`config.mk`:
```
export PLATFORM = sky130hd
export DESIGN_NAME = fieldwr_seq
export DESIGN_NICKNAME = d
export VERILOG_FILES = /design/src/rtl/fieldwr_pkg.sv /design/src/rtl/fieldwr_store.sv /design/src/rtl/fieldwr_timer.sv /design/src/rtl/fieldwr_ctrl.sv /design/src/rtl/fieldwr_seq.sv
export SDC_FILE = /design/constraint.sdc
export NUM_CORES = 1
export LEC_CHECK = 0
export ABC_AREA = 1
export BUFFER_PORTS_ARGS = -buffer_cell sky130_fd_sc_hd__buf_2
export CAP_MARGIN = 20
export CORE_UTILIZATION = 27
export DETAILED_ROUTE_END_ITERATION = 8
export GPL_TIMING_DRIVEN = 0
export MAX_ROUTING_LAYER = met4
export PLACE_DENSITY = 0.4
export SLEW_MARGIN = 20
export SYNTH_ARGS = -nofsm -noshare
export SYNTH_HDL_FRONTEND = slang
export SYNTH_HIERARCHICAL = 1
export SYNTH_SLANG_ARGS = --single-unit
export TNS_END_PERCENT = 10
```
`constraint.sdc`:
```
create_clock -name clk -period 3.6 [get_ports clk]
set_clock_uncertainty 0.05 [all_clocks]
set_input_delay 0.36 -clock clk [delete_from_list [all_inputs] [get_ports clk]]
set_output_delay 0.36 -clock clk [all_outputs]
set_load 0.05 [all_outputs]
```
`src/rtl/fieldwr_pkg.sv`:
```
package fieldwr_pkg;
  localparam int ADDR_W  = 8;
  localparam int LSB_W   = 4;
  localparam int WCODE_W = 3;
  localparam int DATA_W  = 8;
  localparam int DLY_W   = 4;
  localparam int REG_W   = 16;
  localparam int DSEL_W  = $clog2(DATA_W);

  typedef struct packed {
    logic [ADDR_W-1:0]  addr;
    logic [LSB_W-1:0]   lsb;
    logic [WCODE_W-1:0] wcode;
    logic [DATA_W-1:0]  data;
    logic [DLY_W-1:0]   dly;
    logic               last;
  } step_t;

  typedef enum logic [1:0] {S_IDLE, S_READ, S_WRITE, S_WAIT} st_e;

  // replace bits lsb..lsb+wcode of old with low data bits; bits beyond REG_W fall off
  function automatic logic [REG_W-1:0] field_merge(
    input logic [REG_W-1:0]   old,
    input logic [LSB_W-1:0]   lsb,
    input logic [WCODE_W-1:0] wcode,
    input logic [DATA_W-1:0]  data);
    logic [REG_W-1:0]  r;
    logic [DSEL_W-1:0] os;
    int lo, hi;
    r  = old;
    lo = int'(lsb);
    hi = lo + int'(wcode);
    for (int b = 0; b < REG_W; b++) begin
      if (b >= lo && b <= hi) begin
        os   = DSEL_W'(b - lo);
        r[b] = data[os];
      end
    end
    return r;
  endfunction

  // clocks per step for a delay code
  function automatic int unsigned step_cycles(input logic [DLY_W-1:0] d,
                                              input int unsigned tick);
    return tick * ((32'd1 << d) + 32'd8);
  endfunction

  function automatic step_t default_step(input int i);
    step_t s;
    s = '0;
    case (i)
      0:  s = '{addr: 8'h01, lsb: 4'd0, wcode: 3'd2, data: 8'h05, dly: 4'd0, last: 1'b0};
      1:  s = '{addr: 8'h02, lsb: 4'd4, wcode: 3'd3, data: 8'h0A, dly: 4'd1, last: 1'b0};
      2:  s = '{addr: 8'h03, lsb: 4'd8, wcode: 3'd7, data: 8'h3C, dly: 4'd0, last: 1'b1};
      16: s = '{addr: 8'h02, lsb: 4'd4, wcode: 3'd3, data: 8'h00, dly: 4'd0, last: 1'b0};
      17: s = '{addr: 8'h01, lsb: 4'd0, wcode: 3'd2, data: 8'h00, dly: 4'd0, last: 1'b1};
      default: s = '0;
    endcase
    return s;
  endfunction
endpackage

```
`src/rtl/fieldwr_store.sv`:
```
module fieldwr_store
  import fieldwr_pkg::*;
#(
  parameter int DEPTH = 32,
  localparam int IDX_W = $clog2(DEPTH)
) (
  input  logic               clk,
  input  logic               rst_n,
  input  logic               ptr_we,
  input  logic [IDX_W-1:0]   ptr_idx,
  input  logic               place_we,
  input  logic [ADDR_W-1:0]  place_addr,
  input  logic [LSB_W-1:0]   place_lsb,
  input  logic [WCODE_W-1:0] place_wcode,
  input  logic               act_we,
  input  logic [DATA_W-1:0]  act_data,
  input  logic [DLY_W-1:0]   act_delay,
  input  logic               act_last,
  input  logic [IDX_W-1:0]   rd_idx,
  output step_t              rd_step
);
  step_t            ents [DEPTH];
  logic [IDX_W-1:0] ptr;

  always_ff @(posedge clk) begin
    if (!rst_n) begin
      ptr <= '0;
      for (int i = 0; i < DEPTH; i++) ents[i] <= default_step(i);
    end else begin
      if (ptr_we) ptr <= ptr_idx;
      if (place_we) begin
        ents[ptr].addr  <= place_addr;
        ents[ptr].lsb   <= place_lsb;
        ents[ptr].wcode <= place_wcode;
      end
      if (act_we) begin
        ents[ptr].data <= act_data;
        ents[ptr].dly  <= act_delay;
        ents[ptr].last <= act_last;
      end
    end
  end

  assign rd_step = ents[rd_idx];
endmodule

```
`src/rtl/fieldwr_timer.sv`:
```
module fieldwr_timer
  import fieldwr_pkg::*;
#(
  parameter int TICK_CYCLES = 16,
  localparam int MAX_CYC = TICK_CYCLES * ((1 << ((1 << DLY_W) - 1)) + 8),
  localparam int CW = $clog2(MAX_CYC + 1)
) (
  input  logic             clk,
  input  logic             rst_n,
  input  logic             clear,
  input  logic             load,
  input  logic [DLY_W-1:0] dly,
  output logic             expired
);
  logic [CW-1:0] cnt;
  // load happens in the read cycle, so the remaining count is the step length minus two
  always_ff @(posedge clk) begin
    if (!rst_n || clear) cnt <= '0;
    else if (load)       cnt <= CW'(step_cycles(dly, TICK_CYCLES) - 32'd2);
    else if (cnt != '0)  cnt <= cnt - 1'b1;
  end
  assign expired = (cnt == '0);


  load_len_chk: assert property (@(posedge clk) disable iff (!rst_n)
    (load && !clear) |=> !expired);
endmodule

```
`src/rtl/fieldwr_ctrl.sv`:
```
module fieldwr_ctrl
  import fieldwr_pkg::*;
#(
  parameter int DEPTH = 32,
  localparam int IDX_W = $clog2(DEPTH)
) (
  input  logic               clk,
  input  logic               rst_n,
  input  logic               en,
  input  logic               go_we,
  input  logic [IDX_W-1:0]   go_idx,
  input  logic               abort,
  input  step_t              step,
  input  logic               expired,
  output logic [IDX_W-1:0]   cur,
  output logic               tmr_load,
  output logic               tmr_clear,
  output logic               rf_re,
  output logic [ADDR_W-1:0]  rf_addr,
  input  logic [REG_W-1:0]   rf_rdata,
  output logic               rf_we,
  output logic [REG_W-1:0]   rf_wdata,
  output logic               busy
);
  st_e                state;
  logic [ADDR_W-1:0]  h_addr;
  logic [LSB_W-1:0]   h_lsb;
  logic [WCODE_W-1:0] h_wcode;
  logic [DATA_W-1:0]  h_data;
  logic               h_last;

  // named events for the checks
  logic stop, launch, step_end;
  assign stop     = abort || !en;
  assign launch   = (state == S_IDLE) && go_we && en && !abort;
  assign step_end = (state == S_WAIT) && expired && !stop;

  always_ff @(posedge clk) begin
    if (!rst_n) begin
      state   <= S_IDLE;
      cur     <= '0;
      h_addr  <= '0;
      h_lsb   <= '0;
      h_wcode <= '0;
      h_data  <= '0;
      h_last  <= 1'b0;
    end else if (state != S_IDLE && stop) begin
      state <= S_IDLE;
    end else begin
      case (state)
        S_IDLE: if (launch) begin
          cur   <= go_idx;
          state <= S_READ;
        end
        S_READ: begin
          h_addr  <= step.addr;
          h_lsb   <= step.lsb;
          h_wcode <= step.wcode;
          h_data  <= step.data;
          h_last  <= step.last;
          state   <= S_WRITE;
        end
        S_WRITE: state <= S_WAIT;
        S_WAIT: if (step_end) begin
          if (h_last) state <= S_IDLE;
          else begin
            cur   <= (cur == IDX_W'(DEPTH - 1)) ? '0 : cur + 1'b1;
            state <= S_READ;
          end
        end
        default: state <= S_IDLE;
      endcase
    end
  end

  assign busy      = (state != S_IDLE);
  assign tmr_load  = (state == S_READ);
  assign tmr_clear = stop;
  assign rf_re     = (state == S_READ);
  assign rf_addr   = (state == S_READ) ? step.addr : h_addr;
  assign rf_we     = (state == S_WRITE) && !stop;
  assign rf_wdata  = field_merge(rf_rdata, h_lsb, h_wcode, h_data);


  rd_before_wr_chk: assert property (@(posedge clk) disable iff (!rst_n)
    rf_we |-> $past(rf_re));

  same_addr_chk: assert property (@(posedge clk) disable iff (!rst_n)
    rf_we |-> rf_addr == $past(rf_addr));

  abort_stop_chk: assert property (@(posedge clk) disable iff (!rst_n)
    (busy && abort) |=> !busy);

  en_low_chk: assert property (@(posedge clk) disable iff (!rst_n)
    !en |=> !busy);

  launch_chk: assert property (@(posedge clk) disable iff (!rst_n)
    launch |=> (busy && rf_re));

  write_gap_chk: assert property (@(posedge clk) disable iff (!rst_n)
    rf_we |=> !rf_we);

  busy_go_chk: assert property (@(posedge clk) disable iff (!rst_n)
    (busy && go_we && state != S_WAIT) |=> $stable(cur));
endmodule

```
`src/rtl/fieldwr_seq.sv`:
```
module fieldwr_seq
  import fieldwr_pkg::*;
#(
  parameter int DEPTH       = 32,
  parameter int TICK_CYCLES = 16,
  localparam int IDX_W = $clog2(DEPTH)
) (
  input  logic               clk,
  input  logic               rst_n,
  input  logic               en,
  input  logic               ptr_we,
  input  logic [IDX_W-1:0]   ptr_idx,
  input  logic               place_we,
  input  logic [ADDR_W-1:0]  place_addr,
  input  logic [LSB_W-1:0]   place_lsb,
  input  logic [WCODE_W-1:0] place_wcode,
  input  logic               act_we,
  input  logic [DATA_W-1:0]  act_data,
  input  logic [DLY_W-1:0]   act_delay,
  input  logic               act_last,
  input  logic               go_we,
  input  logic [IDX_W-1:0]   go_idx,
  input  logic               abort,
  output logic               rf_re,
  output logic [ADDR_W-1:0]  rf_addr,
  input  logic [REG_W-1:0]   rf_rdata,
  output logic               rf_we,
  output logic [REG_W-1:0]   rf_wdata,
  output logic               busy
);
  step_t            step;
  logic [IDX_W-1:0] cur;
  logic             expired, tmr_load, tmr_clear;

  fieldwr_store #(.DEPTH(DEPTH)) u_store (
    .clk(clk), .rst_n(rst_n),
    .ptr_we(ptr_we), .ptr_idx(ptr_idx),
    .place_we(place_we), .place_addr(place_addr), .place_lsb(place_lsb),
    .place_wcode(place_wcode),
    .act_we(act_we), .act_data(act_data), .act_delay(act_delay), .act_last(act_last),
    .rd_idx(cur), .rd_step(step)
  );

  fieldwr_timer #(.TICK_CYCLES(TICK_CYCLES)) u_timer (
    .clk(clk), .rst_n(rst_n), .clear(tmr_clear), .load(tmr_load),
    .dly(step.dly), .expired(expired)
  );

  fieldwr_ctrl #(.DEPTH(DEPTH)) u_ctrl (
    .clk(clk), .rst_n(rst_n), .en(en), .go_we(go_we), .go_idx(go_idx),
    .abort(abort), .step(step), .expired(expired), .cur(cur),
    .tmr_load(tmr_load), .tmr_clear(tmr_clear),
    .rf_re(rf_re), .rf_addr(rf_addr), .rf_rdata(rf_rdata),
    .rf_we(rf_we), .rf_wdata(rf_wdata), .busy(busy)
  );
endmodule

```
==> run metrics <==
overall routed net length=184600 um; routability-driven placement congestion ratio=0.9203; core area=164800 um^2; fin crit period=3.583 ns; global router's overall resource usage=22.20%; CTS H-tree lvls=3; Yosys warnings=6; CP max-delay cell=nor2_2; worst hold stages=3; ys flop type=edfxtp_1; row cnt=149; Total Power=0.04507 W; proportion of synthesized area in mux cells=0.04466%; total negative slack=0 ns; global-route wire length before repair=258100 um; crit start category=flip-flop; root buf cell=clkbuf_16; Critical Path End Type=flip-flop; Area contributors post-synth=edfxtp_1 60%, nand2_1 13%, nand3_1 8.8%, nor2_1 8.0%, clkbuf_1 2.6%; Die Area=167700 um^2; WHS=0.03406 ns; critical path type=reg -> reg; Final Slew Violations=0; Post-synth ARST share=0%; Setup Viol. Count Final=0; Initial Utilization=27.20%; Clock Tree Buf Depth=3; DRC violations left=0; Hold Startpoint=place_wcode[2]; ratio of cells with drive above 1 in the final layout=10.21%; Final Hold Viols=0; Yosys top cell by area=edfxtp_1; syn avg cell area=9.021 um^2; RSZ-0062 raised after global routing=yes; R2R Setup Slk=0.02 ns; max incr delay on CP=0.76 ns; post-synth top area share=60.02%; largest net degree at the start of global routing=16; unique cell type count in the Yosys netlist=42; initial antenna violation count=2; TritonCTS clock tree=built; total CTS buffers=112; clock slew at reported path FFs=0.06 ns; status=completed; most used cell, CP=nand2_1; Pre-antenna DRT Iters=5; PD cells=843.8 nW/um^2; die height=409.5 um; layout net count=5294; worst endpoint required time=3.91 ns; Synth Area in XOR/XNOR=0.1535%; Routed WL per cell=24.62 um; largest family of logic cells by synthesized area=simple AND/OR/NAND/NOR gates; crit-path max FO=13; Worst-Skew Late Latency=0.75 ns; Adder-Cell Fraction of Synth Area=0.5750%; sequential share of the synthesized area=62.52%; static leakage power=21.52 nW; Clock Sinks=952; Worst Hold End=u_store/ents[15][15]; Congestion Overflow GR=0; Peak VDD IR=0.7548 mV; Post-Synthesis Cells=4969; routed vias=36885; Post-DP HPWL=135700 um; mapped cell area=44830 um^2; Seq cells post-synth=952; Rel. slew slack=20.63%; HP Class=in -> reg; # IOs=89; vias in the first global route=34701; Crit Reg-Reg Endpoint=u_store/ents[12][10]; Worst-Margin Slew=1.191 ns; Worst R2R Start=u_store/ptr[1]; IO Port Bufs=88; Die Span X=409.5 um; Area Growth Syn to Fin=19.14%; Peak Freq=279.1 MHz; max cap viols=0; Compound-Gate Fraction of Synth Area=1.502%; FF-to-FF path depth=6; Synth Area in Simple Gates=30.87%; Post-synth EDFFs=896; worst-path cell chain=nor2_2 > inv_1 > nor2_1 > nand2_1 > clkbuf_1 > nand2_1; Post-DRT Antenna Nets=0; Post-Syn Nets=5051; Initial DRC Count=3571; Arr. time, crit path=3.90 ns; Final period util=99.54%; number of vias per cell=4.920
[kinds of logic (layout without fill, tap and decap cells)]
logic type,Yosys count,in the layout
xor+xnor,7,7
fa+ha+maj,20,20
simple gates,3358,3358
mux,2,2
buf+inv,505,842
other cells,0,2
compound gates,125,125
flops,952,952
[worst max-delay path: cells and delay by family (launching register included)]
kind                   cells  cell delay, ns
flip-flops                 1            0.45
AND/OR/NAND/NOR            4            2.05
buffers and inverters      2            0.64
[cells in the mapped netlist (14+ instances only)]
master / instances
buf_2: 29
inv_1: 118
edfxtp_1: 896
buf_1: 31
inv_2: 14
o21ai_0: 64
nand2_1: 1551
clkbuf_1: 308
a21oi_1: 32
nor2_1: 956
nand3_1: 786
ha_1: 19
dfxtp_1: 56
[worst max-delay path by stage]
stage	slack [ns]	to	start	depth (start not counted)
finish	0.02	u_store/ents[12][10]	u_store/ptr[1]	6
global route	-0.08	rf_addr[0]	u_ctrl/cur[4]	7
CTS	-0.03	u_timer/cnt[17]	u_ctrl/cur[0]	28
detailed placement	-2.15	u_timer/cnt[17]	u_ctrl/cur[1]	23
global placement	-2.06	u_timer/cnt[17]	u_ctrl/cur[1]	24
floorplan	0.56	rf_wdata[7]	u_ctrl/h_lsb[0]	7
[flip-flops by register name, summed over array words and instances, names as in the netlist]
| signal | flops |
|---|---|
| u_ctrl/h_wcode | 3 |
| u_ctrl/cur | 5 |
| u_ctrl/state | 2 |
| u_ctrl/h_addr | 8 |
| u_store/ptr | 5 |
| u_ctrl/h_data | 8 |
| u_timer/cnt | 20 |
| u_ctrl/h_last | 1 |
| u_store/ents | 896 |
| u_ctrl/h_lsb | 4 |
[placed cells by master, fill, tap and decap left out, drive strengths merged, types with 2 or more instances in the layout]
cell and n:
inv 135, clkinv 48, nor2 966, a21oi 33, nand2 1558, or2 6
mux2i 2, nor4 2, xor2 2, buf 180, bufinv 11, and2 2
o21ai 71, edfxtp 896, nor3 19, dfxtp 56, a31oi 13, xnor2 5
o211ai 3, dlygate4sd3 19, nand3 791, diode 2, nand4 13, clkinvlp 3
ha 19, a211oi 2, clkbuf 446
[per-stage QoR]
| step | cells | util (%) | instance area, um^2 | setup slack [ns] |
|---|---|---|---|---|
| 2_1_floorplan | 4969 | - | 44830 | 0.5589 |
| 6_report | 7497 | 32.41 | 53410 | 0.01661 |
| 3_5_place_dp | 7247 | 29.15 | 48040 | -2.149 |
| 5_1_grt | 7496 | 32.40 | 53400 | -0.07945 |
| 4_1_cts | 7482 | 32.21 | 53090 | -0.03078 |
| 3_3_place_gp | 7246 | 29.13 | 48000 | -2.062 |
[report_power, final]
part | total [W] | leakage (nW) | switching, W | internal (W)
Sequential | 0.0131 | 9.64 | 0.000340 | 0.0127
Clock | 0.0115 | 1.76 | 0.00484 | 0.00665
Combinational | 0.0205 | 10.1 | 0.0148 | 0.00571
[area by class of cell]
cell class                 count  area (um^2)
buffer                       366         2412
tap                         2189         2739
fill                       17353       111400
inverter                     135        543.0
timing repair buffer         133        938.4
clock buffer                 146         3013
sequential                   952        28030
multi-input combinational   3512        15120
antenna                        2        5.005
clock inverter                62        605.6
[what timing repair did]
item,CTS,global route
pin swaps,9,23
endpoints found under the hold margin,27,0
gates resized for setup,382,73
buffers inserted,10,15
hold buffers,19,0
setup endpoints to repair,160,75
[layer usage]
layer  vias up  global-route usage, %  routed length (um)
li1      17030                      -                   -
met1     18326                  30.70               84860
met2      1229                  33.48               82070
met3       300                  2.757               10470
met4         0                  7.566                7177
met5         -                      -                   0
No activity file was read; power rests on OpenSTA's default activity.
